<file path="config.mk">
export PLATFORM = sky130hd
export DESIGN_NAME = nibble_timer
export DESIGN_NICKNAME = d
export VERILOG_FILES = /design/src/rtl/nibble_timer.sv
export SDC_FILE = /design/constraint.sdc
export NUM_CORES = 1
export LEC_CHECK = 0
export BUFFER_PORTS_ARGS = -buffer_cell sky130_fd_sc_hd__buf_2
export CORE_MARGIN = 4
export CORE_UTILIZATION = 55
export DETAILED_ROUTE_END_ITERATION = 12
export PLACE_DENSITY = 0.75
export SYNTH_ARGS = -nofsm -noshare
export SYNTH_HDL_FRONTEND = slang
export SYNTH_SLANG_ARGS = --single-unit
</file>
<file path="constraint.sdc">
create_clock -name clk -period 5.7 [get_ports clk]
set_clock_uncertainty 0.05 [all_clocks]
set_input_delay 0.285 -clock clk [delete_from_list [all_inputs] [get_ports clk]]
set_output_delay 0.285 -clock clk [all_outputs]
set_load 0.01 [all_outputs]
</file>
<file path="src/rtl/nibble_timer.sv">
module nibble_timer #(
  parameter int PRE_W = 11
) (
  input  logic       clk,
  input  logic       rst_n,
  input  logic [1:0] bus_addr,
  input  logic       bus_wr,
  input  logic       bus_rd,
  input  logic [3:0] bus_wdata,
  output logic [3:0] bus_rdata,
  input  logic       ext_pin,
  output logic       irq_req
);
  localparam logic [1:0] A_LO = 2'd0, A_HI = 2'd1, A_MODE = 2'd2, A_CTL = 2'd3;

  logic [7:0]       count, reload;
  logic [3:0]       stage_lo, rd_lo;
  logic [2:0]       mode;
  logic             src_sel, edge_sel, irq;
  logic [2:0]       sync;
  logic [1:0]       div;
  logic [PRE_W-1:0] pre, mask;
  int               shift;

  wire wr_lo   = bus_wr && bus_addr == A_LO;
  wire wr_hi   = bus_wr && bus_addr == A_HI;
  wire wr_mode = bus_wr && bus_addr == A_MODE;
  wire wr_ctl  = bus_wr && bus_addr == A_CTL;

  wire ext_rise  = sync[1] & ~sync[2];
  wire ext_fall  = ~sync[1] & sync[2];
  wire ext_edge  = edge_sel ? ext_fall : ext_rise;
  wire base_tick = src_sel ? ext_edge : (div == 2'd3);
  wire cnt_en    = base_tick && ((pre & mask) == mask);
  wire wrap      = cnt_en && !wr_hi && count == 8'hFF;

  always_comb begin
    case (mode)
      3'b000:  shift = 11;
      3'b001:  shift = 9;
      3'b010:  shift = 7;
      3'b011:  shift = 5;
      3'b100:  shift = 3;
      3'b101:  shift = 2;
      3'b110:  shift = 1;
      default: shift = 0;
    endcase
    mask = PRE_W'((32'd1 << shift) - 32'd1);
  end

  always_ff @(posedge clk or negedge rst_n) begin
    if (!rst_n) begin
      sync <= '0;
      div  <= '0;
      pre  <= '0;
    end else begin
      sync <= {sync[1:0], ext_pin};
      if (wr_hi || wr_mode) begin
        div <= '0;
        pre <= '0;
      end else begin
        div <= div + 2'd1;
        if (base_tick) pre <= pre + 1'b1;
      end
    end
  end

  always_ff @(posedge clk or negedge rst_n) begin
    if (!rst_n) begin
      count    <= '0;
      reload   <= '0;
      stage_lo <= '0;
      rd_lo    <= '0;
      mode     <= '0;
      src_sel  <= 1'b0;
      edge_sel <= 1'b0;
      irq      <= 1'b0;
    end else begin
      if (wr_lo) stage_lo <= bus_wdata;
      if (wr_mode) mode <= bus_wdata[2:0];
      if (wr_ctl) begin
        edge_sel <= bus_wdata[0];
        src_sel  <= bus_wdata[1];
      end
      if (bus_rd && bus_addr == A_HI) rd_lo <= count[3:0];
      if (wr_hi) begin
        count  <= {bus_wdata, stage_lo};
        reload <= {bus_wdata, stage_lo};
      end else if (cnt_en) begin
        count <= (count == 8'hFF) ? reload : count + 8'd1;
      end
      if (wrap) irq <= 1'b1;
      else if (wr_ctl && bus_wdata[3]) irq <= 1'b0;
    end
  end

  always_comb begin
    bus_rdata = 4'h0;
    if (bus_rd) begin
      case (bus_addr)
        A_LO:    bus_rdata = rd_lo;
        A_HI:    bus_rdata = count[7:4];
        A_MODE:  bus_rdata = {1'b0, mode};
        default: bus_rdata = {irq, 1'b0, src_sel, edge_sel};
      endcase
    end
  end

  assign irq_req = irq;

  assert_hi_commit_R3: assert property (@(posedge clk) disable iff (!rst_n)
    wr_hi |=> (count == {$past(bus_wdata), $past(stage_lo)}) && (reload == count));

  assert_wrap_reload_R5: assert property (@(posedge clk) disable iff (!rst_n)
    wrap |=> (count == $past(reload)) && irq_req);

  assert_irq_sticky_R6: assert property (@(posedge clk) disable iff (!rst_n)
    (irq_req && !(wr_ctl && bus_wdata[3])) |=> irq_req);

  assert_hold_no_pulse_R7: assert property (@(posedge clk) disable iff (!rst_n)
    (!wr_hi && !cnt_en) |=> $stable(count));

  assert_single_edge_R8: assert property (@(posedge clk) disable iff (!rst_n)
    ext_edge |=> !ext_edge);

  assert_mode_readback_R10: assert property (@(posedge clk) disable iff (!rst_n)
    wr_mode |=> mode == $past(bus_wdata[2:0]));
endmodule

</file>
==> results of run 1 <==
## final timing paths
path                       depth (start not counted)                    end  slack, ns
min in group asynchronous                          1     pre[7]$_DFFE_PN0P_       0.11
max                                                7   count[7]$_DFFE_PN0P_       3.37
min reg2reg                                        0      sync[1]$_DFF_PN0_       0.30
min                                                1      sync[0]$_DFF_PN0_       0.04
max reg2reg                                        7   count[7]$_DFFE_PN0P_       3.37
max in group asynchronous                          1  reload[5]$_DFFE_PN0P_       4.86
## where the power goes
part	leakage (nW)	internal, W	switching [W]
Sequential	0.578	0.000380	0.0000595
Clock	0.0431	0.0000935	0.000100
Combinational	0.539	0.0000905	0.0000876
Total	1.16	0.000564	0.000247
## stage by stage
step           setup slack (ns)  total power (W)  instance area (um^2)  hold WS (ns)
6_report                  3.366        0.0008112                  2645       0.04245
5_1_grt                   3.223        0.0008643                  2645       0.03784
4_1_cts                   3.374        0.0008192                  2645       0.03567
3_5_place_dp              3.389        0.0006245                  2562        0.2873
3_3_place_gp              3.541        0.0006157                  2562        0.2829
2_1_floorplan             3.731        0.0005753                  2479      -0.06059
## state kept, by name, summed over array words and instances (netlist names)
name      cells
count         8
edge_sel      1
sync          3
div           2
src_sel       1
rd_lo         4
mode          3
pre          11
stage_lo      4
irq_req       1
reload        8
## kinds of logic after synthesis
logic type | synth area share (%)
and+or+nand+nor | 22.36
adders and majority gates | 2.019
muxes | 10.80
xor gates and xnor gates | 2.827
buffers and inverters | 3.028
AOI/OAI and AO/OA | 12.52
DFF | 46.44
## area by class of cell
| type | count | area, um^2 | share of cell area, % |
|---|---|---|---|
| Timing Repair Buffer | 15 | 75.07 | 2.838 |
| Inverter | 5 | 18.77 | 0.7096 |
| Multi-Input combinational cell | 184 | 1252 | 47.35 |
| Sequential cell | 46 | 1151 | 43.52 |
| Clock buffer | 6 | 82.58 | 3.122 |
| Tap cell | 52 | 65.06 | 2.460 |
## synthesized netlist by cell type (all sizes together) (2+ instances only)
master / number
a21o: 2
a21oi: 9
a31o: 2
and2: 7
and3: 3
buf: 4
clkbuf: 6
dfrtp: 46
ha: 4
inv: 5
mux2: 15
mux2i: 5
mux4: 2
nand2: 38
nand2b: 2
nand3: 11
nand3b: 7
nand4: 5
nor2: 15
nor2b: 2
nor3: 3
nor3b: 2
o211ai: 3
o21ai: 13
o311ai: 2
o31ai: 4
or3: 4
xnor2: 4
xor2: 4
## cell usage in the layout (no fill, tap or decap), types with 2 or more instances in the layout
| cell type | n |
|---|---|
| dfrtp_1 | 46 |
| nand2_1 | 36 |
| nor2_1 | 15 |
| mux2_2 | 15 |
| buf_2 | 15 |
| o21ai_0 | 12 |
| nand3_1 | 10 |
| a21oi_1 | 9 |
| nand3b_1 | 7 |
| and2_1 | 6 |
| clkbuf_8 | 6 |
| mux2i_1 | 5 |
| inv_1 | 5 |
| nand4_1 | 5 |
| xor2_1 | 4 |
| or3_1 | 4 |
| xnor2_1 | 4 |
| o31ai_1 | 4 |
| ha_1 | 4 |
| and3_1 | 3 |
| nor3_1 | 3 |
| o211ai_1 | 3 |
| nor2b_1 | 2 |
| nand2b_1 | 2 |
| nand2_2 | 2 |
| nor3b_1 | 2 |
| o311ai_1 | 2 |
| a21o_1 | 2 |
## per-layer routing
| layer | vias up | global-route usage [%] | share of wire [%] |
|---|---|---|---|
| met3 | 8 | 4.272 | 7.2 |
| met5 | - | 3.704 | 0 |
| met4 | 0 | 6.214 | 1.3 |
| li1 | 907 | - | - |
| met2 | 58 | 29.59 | 45 |
| met1 | 918 | 30.00 | 47 |
==> flow_metrics.tcl, run 1 <==
set metrics [dict create \
    status "finished, final reports clean" \
    synth_top_area_share_pct 46.44 \
    clock-root-buffer "clkbuf_8" \
    cp-startpoint "mode[2]$_DFFE_PN0P_" \
    grt_pass1_vias 1798 \
    gp_congestion 0.9083 \
    coreArea_um2 4354 \
    die_area_um2 5645 \
    drive_above_1_share_pct 17.58 \
    async_flop_share_pct 100.0 \
    cp_top_family "simple AND/OR/NAND/NOR gates" \
    fin_util_pct 60.75 \
    syn-mean-instance-area_um2 10.12 \
    drv_slew 0 \
    synth_top_area_cell "dfrtp_1" \
    timing.fmax_mhz 428.5 \
    slowest_delay_ns 0.55 \
    cts_sinks 46 \
    grt_start_max_net_pins 47 \
    worstPathRequired_ns 5.81 \
    viasPerCell 6.140 \
    start_kind "flop" \
    dr.pass1.iters 4 \
    dr.first_iter.drc_count 181 \
    peakVddDrop_v 0.0001627 \
    grt_pass1_wl_um 8631 \
    r2r-start "mode[2]$_DFFE_PN0P_" \
    finalSetupViolations 0 \
    end_kind "flop" \
    fillerInstances 354 \
    synth_area_leaders "dfrtp_1 (46%), mux2_2 (6.8%), nand2_1 (5.5%)" \
    numCtsBuffers 5 \
    yosysUniqueCellTypes 54 \
    postSynthCellCount 245 \
    leakagePower_nw 1.160 \
    ios 16 \
    p_per_area_nw_per_um2 306.7 \
    ant_nets 0 \
    die_h_um 75.13 \
    fin_tns_setup_ns 0 \
    fp.dieW_um 75.13 \
    yosys_register_bits 46 \
    clock_latency_ns 0.30 \
    grt_usage_pct 20.25 \
    area_growth_pct 6.714 \
    finalCritPeriodShare_pct 40.94 \
    final_cell_count_no_fill 308 \
    port_buffers 15 \
    mappedNetlistNets 260 \
    worstMarginPinSlew_ns 1.017 \
    nNetsFinal 272 \
    cts-resized-gates 0 \
    min_from "ext_pin" \
    critPathArrivalTime_ns 2.44 \
    synth_area_um2 2479 \
    drcViolationCount 0 \
    ctsLongestPathBuffers 2 \
    synth-edff-count 0 \
    cts_post_setup_buffers_inserted 0 \
    slowest_stage "dfrtp_1" \
    placedCellCount 302 \
    antenna_found_initial 0 \
    hold_violations 0 \
    rsz0062_at_grt "no" \
    num_antenna_cells 0 \
    path_clk_slew_ns 0.08 \
    synth-main-ff-cell "dfrtp_1" \
    routedWlPerCell_um 16.66 \
    wl_um 5131 \
    hold_path_class "in -> reg" \
    path_cells "nand3b_1 > ha_1 > nor2_1 > a211oi_1 > nand4_1 > nor4b_1 > o31ai_1" \
    row_count 24 \
    initial_core_util_pct 56.93 \
    cts_hold_buf 0 \
    ys_warn_count 0 \
    synth-seq-area-share_pct 46.44 \
    slew_headroom_pct 32.22 \
    htree_levels 2 \
    max-cap-violations 0 \
    cts_tree "yes" \
    crit_fanout 12 \
    crit_type "reg -> reg" \
    min_period_ns 2.334 \
    dr_total_vias 1891 \
    critPathBufInv 0 \
    dp_hpwl_um 3711 \
    grt-ovfl-total 0 \
]
Note: power is estimated with default switching activity, not from simulation.
==> inputs of run 2 (changes only) <==
--- a/config.mk
+++ b/config.mk
@@ -7,9 +7,9 @@
 export LEC_CHECK = 0
 export BUFFER_PORTS_ARGS = -buffer_cell sky130_fd_sc_hd__buf_2
 export CORE_MARGIN = 4
-export CORE_UTILIZATION = 55
+export CORE_UTILIZATION = 54
 export DETAILED_ROUTE_END_ITERATION = 12
-export PLACE_DENSITY = 0.75
+export PLACE_DENSITY = 0.77
 export SYNTH_ARGS = -nofsm -noshare
 export SYNTH_HDL_FRONTEND = slang
 export SYNTH_SLANG_ARGS = --single-unit
==> constraint.sdc (replaced) <==
create_clock -name clk -period 2.1 [get_ports clk]
set_clock_uncertainty 0.05 [all_clocks]
set_input_delay 0.105 -clock clk [delete_from_list [all_inputs] [get_ports clk]]
set_output_delay 0.105 -clock clk [all_outputs]
set_load 0.01 [all_outputs]
==> flow_metrics.tcl, run 2 (synthesis gave the netlist of run 1 again) <==
set metrics [dict create \
    grt_pass1_wl_um 8907 \
    min_period_ns 2.214 \
    busiest_layer "met1" \
    dpl_worst_slack_ns -0.007132 \
    worstMarginPinSlew_ns 0.5871 \
    htree_levels 2 \
    grt_usage_pct 20.63 \
    grt_pass1_vias 1862 \
    status "complete, but fails checks" \
    dp_hpwl_um 3808 \
    ant_nets 0 \
    timing.fmax_mhz 451.6 \
    drv_slew 0 \
    die_h_um 75.75 \
    ctsLongestPathBuffers 2 \
    coreArea_um2 4384 \
    layout_setup_ws_ns -0.1145 \
    reg2reg_depth 7 \
    layout_common_cells "dfrtp_1 (46), nand2_1 (36), nor2_1 (15), mux2_2 (15), buf_2 (15)" \
    num_antenna_cells 0 \
    wl_um 5466 \
    max-cap-violations 0 \
    antenna_found_initial 0 \
    largest_reg_flops 11 \
    start_kind "flop" \
    dr_total_vias 1995 \
    gp_congestion 0.9254 \
    port_buffers 15 \
    p_per_area_nw_per_um2 840.3 \
    ios 16 \
    viasPerCell 6.157 \
    slew_headroom_pct 60.86 \
    nNetsFinal 286 \
    globalRouteMet1Util_pct 30.39 \
    area_growth_pct 13.33 \
    top_register "pre" \
    row_count 24 \
    grt-ovfl-total 0 \
    critPathArrivalTime_ns 2.33 \
    drive_above_1_share_pct 22.79 \
    hold_path_class "in -> reg" \
    worstPathRequired_ns 2.22 \
    peakVddDrop_v 0.0005582 \
    finalCritPeriodShare_pct 105.5 \
    rsz0062_at_grt "yes" \
    fp.dieW_um 75.75 \
    hold_violations 0 \
    numCtsBuffers 5 \
    dr.pass1.iters 4 \
    end_kind "flop" \
    cts_tree "yes" \
    die_area_um2 5738 \
    grt.met2_usage_pct 29.56 \
    clock_latency_ns 0.30 \
    finalSetupViolations 2 \
    mostFrequentLayoutCell "dfrtp_1" \
    leakagePower_nw 1.255 \
    crit_type "reg -> reg" \
    path_clk_slew_ns 0.08 \
    violations "negative setup slack" \
    routedWlPerCell_um 16.87 \
    hold_depth 2 \
    p_total_w 0.002360 \
    drcViolationCount 0 \
    crit_fanout 4 \
    hold_slack_ns 0.04381 \
    initial_core_util_pct 56.54 \
    clock-root-buffer "clkbuf_8" \
    dr.first_iter.drc_count 238 \
    largest_registers "pre x11, count x8, reload x8" \
    cts_sinks 46 \
    met3_usage_pct 4.749 \
    grt_start_max_net_pins 47 \
]
[run 2: layout make-up]
cell class	count	area (um^2)
inverters	5	18.77
flip-flops and latches	46	1151
fillers	366	1575
repair buffers	29	188.9
multi-input cells	184	1275
clock buffers	8	110.1
well taps	52	65.06
[run 2: timing repair]
action	4_1_cts	5_1_grt
endpoints found under the setup margin	2	8
endpoints found under the hold margin	47	0
pin swaps	1	2
resized for setup	0	5
buffers inserted	1	0
hold buffers	2	0
[run 2: worst paths after layout]
path / start / end / slack [ns]
max: mode[0]$_DFFE_PN0P_ / count[7]$_DFFE_PN0P_ / -0.11
min: bus_wdata[2] / stage_lo[2]$_DFFE_PN0P_ / 0.04
max reg2reg: mode[0]$_DFFE_PN0P_ / count[7]$_DFFE_PN0P_ / -0.11
min reg2reg: sync[0]$_DFF_PN0_ / sync[1]$_DFF_PN0_ / 0.30
max in group asynchronous: rst_n / div[1]$_DFF_PN0_ / 1.22
min in group asynchronous: rst_n / pre[8]$_DFFE_PN0P_ / 0.36
[run 2: worst max-delay path, cell delays in order (launching register included)]
cell and delay, ns:
dfrtp_1 0.41, nand3b_1 0.17, ha_1 0.23, nor2b_1 0.14, mux2i_1 0.22, nand4_1 0.25
nor4b_1 0.51, o31ai_1 0.12
[run 2: where the power goes]
group          internal, W  switching [W]  total, W
registers          0.00103       0.000133   0.00116
clock network     0.000332       0.000289  0.000622
logic             0.000284       0.000291  0.000575
total              0.00165       0.000713   0.00236
[run 2: through the flow]
stage / TNS, ns / cells / instance area [um^2] / util (%)
2_1_floorplan: 0 / 245 / 2479 / -
3_3_place_gp: 0 / 313 / 2645 / 60.33
3_5_place_dp: -0.007132 / 313 / 2645 / 60.33
4_1_cts: 0 / 324 / 2783 / 63.47
5_1_grt: -0.5535 / 324 / 2809 / 64.07
6_report: -0.1284 / 324 / 2809 / 64.07
[run 2: layer usage]
layer	wire, um	vias up
li1	-	937
met1	2507	957
met2	2427	92
met3	457	9
met4	73	0
met5	0	-
==> inputs of run 3 (changes only) <==
--- a/config.mk
+++ b/config.mk
@@ -9,7 +9,7 @@
 export CORE_MARGIN = 4
 export CORE_UTILIZATION = 54
 export DETAILED_ROUTE_END_ITERATION = 12
-export PLACE_DENSITY = 0.77
+export PLACE_DENSITY_LB_ADDON = 0.08
 export SYNTH_ARGS = -nofsm -noshare
 export SYNTH_HDL_FRONTEND = slang
 export SYNTH_SLANG_ARGS = --single-unit
==> flow_metrics.tcl, run 3 (synthesis gave the netlist of run 1 again) <==
set metrics [dict create \
    status "finished, final reports clean" \
    hold_path_class "in -> reg" \
    drv_slew 0 \
    dr.pass1.iters 4 \
    rsz0062_at_grt "no" \
    ant_nets 0 \
    path_clk_slew_ns 0.08 \
    finalCritPeriodShare_pct 92.83 \
    coreArea_um2 4384 \
    worstPathRequired_ns 2.23 \
    leakagePower_nw 1.256 \
    dp_hpwl_um 3899 \
    fillerInstances 363 \
    num_antenna_cells 0 \
    worstMarginPinSlew_ns 0.5846 \
    max-cap-violations 0 \
    viasPerCell 5.838 \
    cts_tree "yes" \
    cts_sinks 46 \
    grt-ovfl-total 0 \
    end_kind "flop" \
    largest_reg_flops 11 \
    finalSetupViolations 0 \
    hold_violations 0 \
    mostFrequentLayoutCell "dfrtp_1" \
    dr.first_iter.drc_count 168 \
    top_register "pre" \
    initial_core_util_pct 56.54 \
    port_buffers 15 \
    p_per_area_nw_per_um2 819.0 \
    layout_common_cells "dfrtp_1 (46), nand2_1 (36), buf_4 (16)" \
    grt_usage_pct 21.12 \
    gp_congestion 0.8051 \
    critPathArrivalTime_ns 2.08 \
    ios 16 \
    start_kind "flop" \
    fin_tns_setup_ns 0 \
    htree_levels 2 \
    ctsLongestPathBuffers 2 \
    grt_pass1_wl_um 9052 \
    drive_above_1_share_pct 23.91 \
    timing.fmax_mhz 513.0 \
    min_period_ns 1.949 \
    largest_registers "pre x11, count x8, reload x8" \
    dr_total_vias 1915 \
    drcViolationCount 0 \
    crit_fanout 7 \
    crit_type "reg -> reg" \
    row_count 24 \
    grt_pass1_vias 1814 \
    grt_start_max_net_pins 47 \
    clock_latency_ns 0.30 \
    peakVddDrop_v 0.0005223 \
    clock-root-buffer "clkbuf_8" \
    nNetsFinal 290 \
    area_growth_pct 13.53 \
    slew_headroom_pct 61.03 \
    fin_area_um2 2814 \
    die_h_um 75.75 \
    wl_um 5319 \
    fp.dieW_um 75.75 \
    routedWlPerCell_um 16.22 \
    numCtsBuffers 5 \
    antenna_found_initial 0 \
    p_total_w 0.002305 \
    postPlaceCellArea_um2 2683 \
    die_area_um2 5738 \
]
## run 3: layout make-up
type | count | area, um^2 | share of cell area (%)
inverter | 5 | 18.77 | 0.6670
timing repair buffer | 33 | 215.2 | 7.648
clock buffer | 7 | 86.33 | 3.068
sequential | 46 | 1151 | 40.91
clock inverter | 1 | 5.005 | 0.1779
tap | 52 | 65.06 | 2.312
multi-input combinational | 184 | 1272 | 45.22
## run 3: timing repair
action	CTS	global route
setup buffers	0	0
endpoints found under the hold margin	47	0
hold buffers	2	0
endpoints found under the setup margin	0	7
gates resized for setup	0	5
## run 3: path summary, 6_finish.rpt
check	start	to	slack [ns]	depth (start not counted)
hold reg to reg	sync[0]$_DFF_PN0_	sync[1]$_DFF_PN0_	0.31	0
setup reg to reg	mode[0]$_DFFE_PN0P_	count[7]$_DFFE_PN0P_	0.15	8
setup / recovery	mode[0]$_DFFE_PN0P_	count[7]$_DFFE_PN0P_	0.15	8
min in group asynchronous	rst_n	pre[10]$_DFFE_PN0P_	0.36	3
hold / removal	bus_wdata[0]	reload[4]$_DFFE_PN0P_	0.03	3
max in group asynchronous	rst_n	reload[3]$_DFFE_PN0P_	1.23	3
## run 3: stage by stage
stage	setup slack, ns	utilization [%]	hold slack, ns	cells
final	0.1505	64.18	0.02930	328
after global routing	0.02146	64.18	0.02732	328
after CTS	0.04039	63.73	0.02445	328
after detailed placement	0.05482	61.19	0.1647	318
after global placement	0.1512	61.19	0.1637	318
after floorplan	0.1311	-	-0.2406	245
## run 3: report_power, final
part | leakage (nW) | total (W) | internal, W | switching [W]
Sequential | 0.578 | 0.00116 | 0.00103 | 0.000127
Combinational | 0.629 | 0.000589 | 0.000298 | 0.000291
Clock | 0.0482 | 0.000558 | 0.000266 | 0.000292
Total | 1.26 | 0.00230 | 0.00159 | 0.000710
## run 3: critical path: stages (launching register included)
cell and delay, ns:
dfrtp_1 0.40, nand3b_1 0.17, ha_1 0.23, nor2b_1 0.14
mux2i_1 0.19, nand4_1 0.12, buf_4 0.18, nor4b_2 0.26
o31ai_1 0.09
## run 3: layer usage
metal | up-vias | part of all wire, % | track usage, %
li1 | 944 | - | -
met1 | 922 | 52 | 33.78
met2 | 42 | 43 | 28.80
met3 | 7 | 4.4 | 3.562
met5 | - | 0 | 0
met4 | 0 | 1.3 | 6.602
